===== config.mk =====
export PLATFORM = sky130hd
export DESIGN_NAME = rxq_status_fifo
export DESIGN_NICKNAME = d
export VERILOG_FILES = /design/src/rtl/rxq_status_fifo.sv
export SDC_FILE = /design/constraint.sdc
export NUM_CORES = 1
export LEC_CHECK = 0
export BUFFER_PORTS_ARGS = -buffer_cell sky130_fd_sc_hd__buf_2
export CAP_MARGIN = 20
export CORE_UTILIZATION = 30
export DETAILED_ROUTE_END_ITERATION = 16
export HOLD_SLACK_MARGIN = 0.12
export PLACE_DENSITY = 0.51
export SETUP_SLACK_MARGIN = 0.15
export SYNTH_ARGS = -nofsm -noshare
export SYNTH_HDL_FRONTEND = slang
export SYNTH_SLANG_ARGS = --single-unit

===== constraint.sdc =====
create_clock -name clk -period 4.2 [get_ports clk]
set_input_delay 0.84 -clock clk [delete_from_list [all_inputs] [get_ports clk]]
set_output_delay 0.84 -clock clk [all_outputs]
set_load 0.05 [all_outputs]

===== src/rtl/rxq_status_fifo.sv =====
module rxq_status_fifo #(
  parameter int DW    = 8,
  parameter int DEPTH = 4
) (
  input  logic          clk,
  input  logic          rst_n,
  input  logic          rcv_clr,
  input  logic [1:0]    mode,
  input  logic          wr_en,
  input  logic [DW-1:0] wr_data,
  input  logic [2:0]    wr_addr,
  input  logic          wr_par,
  input  logic          rd_en,
  output logic [DW-1:0] rd_data,
  output logic [7:0]    rd_stat,
  output logic          data_avail,
  output logic          delim
);
  localparam int AW = (DEPTH > 1) ? $clog2(DEPTH) : 1;
  localparam int EW = DW + 4;
  localparam int CW = $clog2(DEPTH + 1);

  logic [EW-1:0] mem [DEPTH];
  logic [AW-1:0] wptr, rptr;
  logic [CW-1:0] cnt;
  logic          ovr;

  wire full  = (cnt == CW'(DEPTH));
  wire do_rd = rd_en && (cnt != '0);
  wire do_wr = wr_en && (!full || do_rd);

  function automatic logic [AW-1:0] nxt(input logic [AW-1:0] p);
    return (p == AW'(DEPTH - 1)) ? '0 : p + 1'b1;
  endfunction

  always_ff @(posedge clk or negedge rst_n) begin
    if (!rst_n) begin
      wptr <= '0; rptr <= '0; cnt <= '0; ovr <= 1'b0;
    end else if (rcv_clr) begin
      wptr <= '0; rptr <= '0; cnt <= '0; ovr <= 1'b0;
    end else begin
      if (do_wr) wptr <= nxt(wptr);
      if (do_rd) rptr <= nxt(rptr);
      if (do_wr && !do_rd) cnt <= cnt + 1'b1;
      else if (do_rd && !do_wr) cnt <= cnt - 1'b1;
      if (wr_en && full && !do_rd) ovr <= 1'b1;
    end
  end

  always_ff @(posedge clk)
    if (do_wr && rst_n && !rcv_clr) mem[wptr] <= {wr_par, wr_addr, wr_data};

  wire [EW-1:0] head = mem[rptr];
  wire [DW-1:0] hdat = head[DW-1:0];
  wire [2:0]    hadr = head[DW+2:DW];
  wire          hpar = head[DW+3];

  assign data_avail = (cnt != '0);
  assign rd_data    = data_avail ? hdat : '0;
  assign delim      = data_avail && (mode[1] ? (hadr == 3'b111) : ((~^hdat) != hpar));
  assign rd_stat    = {2'b00, data_avail, ovr, delim, data_avail ? hadr : 3'b000};

  assert_count_bound_R6: assert property (@(posedge clk) disable iff (!rst_n)
    cnt <= CW'(DEPTH));
  assert_empty_read_R7: assert property (@(posedge clk) disable iff (!rst_n)
    (!data_avail && rd_en && !wr_en && !rcv_clr) |=> !data_avail);
  assert_no_overflow_R8: assert property (@(posedge clk) disable iff (!rst_n)
    (ovr && !rcv_clr) |=> ovr);
  assert_addr_gated_R1: assert property (@(posedge clk) disable iff (!rst_n)
    !data_avail |-> (rd_stat[2:0] == 3'b000 && !delim));
  assert_head_hold_R2: assert property (@(posedge clk) disable iff (!rst_n)
    (data_avail && !rd_en && !rcv_clr) |=> ($stable(rd_data) && $stable(rd_stat[2:0])));
  assert_clear_R9: assert property (@(posedge clk) disable iff (!rst_n)
    rcv_clr |=> (!data_avail && !rd_stat[4]));
  assert_flag_mirror_R5: assert property (@(posedge clk) disable iff (!rst_n)
    rd_stat[3] == delim);
endmodule


==> reports/results.txt <==
The delay of the slowest cell on the worst path was 0.70 ns; the number of placement rows was 33. Number of antenna violations at the first check in global routing: 0. The filler cells instantiated in the layout total 803. Across all layers, the routed design uses 1,298 vias. The register cell area after layout is 1640 um^2, and the area of the mapped netlist is 2510 um^2.

The run gives 0.209 mV as the peak supply drop. The run finished with clean final reports. The wire-length estimate of the detail-placed layout is 2880 um. In this run, post-CTS hold repair placed 0 buffers. The clock network accounts for 17.1% of the total power. Port buffering added 33 buffers.

Walking the worst path, the cells encountered are buf_4, mux4_2, xnor2_1, xnor3_1, xnor2_1, o211a_1, buf_2. Yosys printed 0 warnings. The run gives 2110 um as the met2 routed wirelength. The library cells used most frequently in the layout, excluding fill and tap cells, are sky130_fd_sc_hd__edfxtp_1 (48), sky130_fd_sc_hd__buf_2 (33), sky130_fd_sc_hd__and2_1 (15). The run gives 30.7% as the initial cell density of the core.

Routability-driven placement finished with a final weighted congestion of 0.738. Buffers inserted during clock tree synthesis total 5. The routed design uses 179 um of met3 wire. Entering global routing, the biggest net connects 19 pins.

The worst endpoint required time is 3.36 ns. The first routing iteration left 53 violations. At the end of the flow the core is filled with cells to 34.7%. Once the clock tree was built, the setup fixing pass inserted 0 buffers. The tools report the static leakage as 1.04 nW. By startpoint and endpoint, the worst setup path is classified as flop to output pin. The number of different library cells in the post-synthesis netlist is 34. The floorplan step defined a die boundary enclosing 8750 um^2. Between clock sinks in the finished design, the worst skew comes to 0.0121 ns. Counting flops with a built-in enable in the synthesized netlist gives 48. The endpoint identified for the worst register-to-register timing path is cnt[1]$_DFFE_PN0P_. The critical path endpoint is delim. The analysis attributes to net switching a power of 0.000712 W. TritonCTS built the clock tree. The most numerous cell type found on the critical path is sky130_fd_sc_hd__xnor2_1. The worst-case headroom to the max-slew limit came out at 57.6%. The detailed-route wire length on metal 1 is 1820 um. The run gives 37 as the I/O pin count. The remaining antenna violation count was 0.

Setup repair after global routing left no endpoint under its margin. The share of flip-flops with an asynchronous set or reset after synthesis works out to 14.3%. At the end of the flow, the number of nets in the layout was 212.

Along the worst path, the maximum fanout reaches 9. For this block, the routed nets add up to 4180 um of wire. In the routed layout, each cell is associated on average with a via count of 4.43. The area growth from synthesis to layout works out to 12.8%. The setup slack on the worst flop-to-flop path was 1.66 ns; the routed length per placed instance was 14.3 um.

The logs give 2 for the number of H-tree levels and 0.00101 W for the cell internal power dissipation. The synthesized design contains 56 register bits. Detailed-router iteration count before antenna repair: 4. CTS saw 56 sinks. The first global-routing pass estimated 6720 um of wire. After detailed routing, no signal wire sits above met4. Setup violations remaining at the end of the flow were counted as 0. STA puts the critical path data arrival time at 2.93 ns. Counting cells, the worst reg-to-reg path comes to 6. 0 antenna diodes ended up in the layout.

The clock period could shrink to 3.77 ns. The synthesized area per cell is 16.0 um^2, and the power density normalized to cell area is 607 nW/um^2. Number of global-route vias before repair: 1,327.

The maximum clock path buffer count is 2. The final clock period utilization by the worst path was 89.7%. Derived from the worst setup path, the maximum achievable clock frequency is 265 MHz.

Clock-pin slew was measured on the worst setup and hold paths at 0.10 ns. The max-capacitance violation count was 0; the fraction of final layout cells with drive strength greater than 1 was 29.8%. Sum of negative setup slack: 0 ns. The tools report the final-report hold violation count as 0. The startpoint identified for the worst register-to-register timing path is cnt[1]$_DFFE_PN0P_. In this run the standard cell core region covers 8180 um^2. The logs give 39.2% for the portion of total power attributed to sequential cells and 0 for the total congestion overflow. The floorplan step set the die height to 93.5 um. The classification of the worst-slack hold path was primary input to asynchronous set/reset pin. The die outline width is 93.5 um, and the worst-margin pin slew is 0.635 ns.

The tools report the max-slew violation total from the final report as 0. Number of DRC violations after detailed routing: 0. Counting every instance in the synthesized netlist gives 157. The overall fraction of global-route tracks in use is 10.6%. The start point of the critical path is rptr[0]$_DFFE_PN0P_. In this run the clock root is driven by a sky130_fd_sc_hd__clkbuf_8. Area of combinational cells with multiple inputs: 773 um^2.

The cell at the slowest stage of the critical path was sky130_fd_sc_hd__dfrtp_1. Net switching is 41.3% of the power. Leading cell type in the layout, fill and taps excluded: sky130_fd_sc_hd__edfxtp_1. The tightest hold path in the finished design has a slack of 0.365 ns. The tools report the type of element capturing the critical path as an output pin. The number of resized instances in the post-cts repair step was 0.

Of the total power, combinational logic draws 43.8%. Share of the yosys chip area belonging to registers: 65.3%. STA classifies the critical path startpoint as a flop.

In the synthesized netlist the dominant register cell turns out to be sky130_fd_sc_hd__edfxtp_1. The clock reaches the later pin of the worst-skew pair after 0.31 ns.
[synthesized netlist by cell type, types with 2 or more instances]
| master | number | share of area (%) |
|---|---|---|
| sky130_fd_sc_hd__nand3_1 | 4 | 0.80 |
| sky130_fd_sc_hd__and2_1 | 15 | 3.7 |
| sky130_fd_sc_hd__or3_1 | 3 | 0.75 |
| sky130_fd_sc_hd__clkbuf_1 | 5 | 0.75 |
| sky130_fd_sc_hd__nand2_1 | 5 | 0.75 |
| sky130_fd_sc_hd__inv_1 | 5 | 0.75 |
| sky130_fd_sc_hd__nor2_1 | 6 | 0.90 |
| sky130_fd_sc_hd__nand2b_1 | 2 | 0.50 |
| sky130_fd_sc_hd__edfxtp_1 | 48 | 57 |
| sky130_fd_sc_hd__dfrtp_1 | 8 | 8.0 |
| sky130_fd_sc_hd__buf_6 | 2 | 0.90 |
| sky130_fd_sc_hd__mux4_2 | 12 | 11 |
| sky130_fd_sc_hd__ha_1 | 5 | 2.5 |
| sky130_fd_sc_hd__o21ai_0 | 2 | 0.40 |
| sky130_fd_sc_hd__xnor2_1 | 4 | 1.4 |
| sky130_fd_sc_hd__xor2_1 | 4 | 1.4 |
| sky130_fd_sc_hd__buf_4 | 5 | 1.5 |
| sky130_fd_sc_hd__nor3_1 | 3 | 0.60 |
| sky130_fd_sc_hd__a21oi_1 | 4 | 0.80 |
[state kept, by name, summed over array words and instances (netlist names)]
| signal | flops |
|---|---|
| ovr | 1 |
| rptr | 2 |
| wptr | 2 |
| cnt | 3 |
| mem | 48 |
[logic make-up after synthesis]
logic type                 count (synthesis)  share of synthesized area [%]
muxes                                     13                           11.1
other                                      1                          0.149
AOI/OAI and AO/OA                         13                           3.48
buffers and inverters                     18                           4.08
DFF                                       56                           65.3
and+or+nand+nor                           41                           8.86
xor gates and xnor gates                   9                           3.68
adders and majority gates                  6                           3.29
[layer usage]
layer,vias to the layer above,global-route usage [%]
li1,639,-
met1,625,12.4
met2,28,18.6
met3,6,2.52
met4,0,4.23
met5,-,0
[worst min-delay path by stage]
stage,slack (ns),endpoint,start
floorplan,0.47,ovr$_DFFE_PN0P_,ovr$_DFFE_PN0P_
CTS,0.36,ovr$_DFFE_PN0P_,rst_n
detailed placement,0.50,ovr$_DFFE_PN0P_,ovr$_DFFE_PN0P_
global placement,0.48,ovr$_DFFE_PN0P_,ovr$_DFFE_PN0P_
finish,0.36,ovr$_DFFE_PN0P_,rst_n
global route,0.35,cnt[0]$_DFFE_PN0P_,rst_n
[area by class of cell]
cell class | instances | share of cell area [%]
clock buffer | 5 | 2.43
clock inverter | 3 | 0.794
inverter | 5 | 0.662
multi-input combinational | 84 | 27.3
sequential | 56 | 57.9
tap | 105 | 4.63
timing repair buffer | 35 | 6.35
[through the flow]
| stage | setup WS, ns | instance area, um^2 | std cells | power, W |
|---|---|---|---|---|
| floorplan | 0.942 | 2520 | 158 | 0.00133 |
| global placement | 0.702 | 2750 | 285 | 0.00145 |
| detailed placement | 0.690 | 2750 | 285 | 0.00145 |
| CTS | 0.331 | 2840 | 293 | 0.00175 |
| global route | 0.222 | 2840 | 293 | 0.00183 |
| finish | 0.431 | 2840 | 293 | 0.00172 |
[critical path, delay by kind of cell (launching register included)]
kind / cells / cell delay [ns]
xor gates and xnor gates: 3 / 0.69
DFF: 1 / 0.70
AOI/OAI and AO/OA: 1 / 0.17
buffers and inverters: 2 / 0.54
muxes: 1 / 0.53
[power by group through the flow]
stage / logic, W / registers, W / clock network, W
2_1_floorplan: 0.000663 / 0.000663 / 0
3_3_place_gp: 0.000761 / 0.000689 / 0
3_5_place_dp: 0.000765 / 0.000689 / 0
4_1_cts: 0.000766 / 0.000677 / 0.000305
5_1_grt: 0.000809 / 0.000685 / 0.000332
6_report: 0.000754 / 0.000675 / 0.000294
No activity file was read; power rests on OpenSTA's default activity.
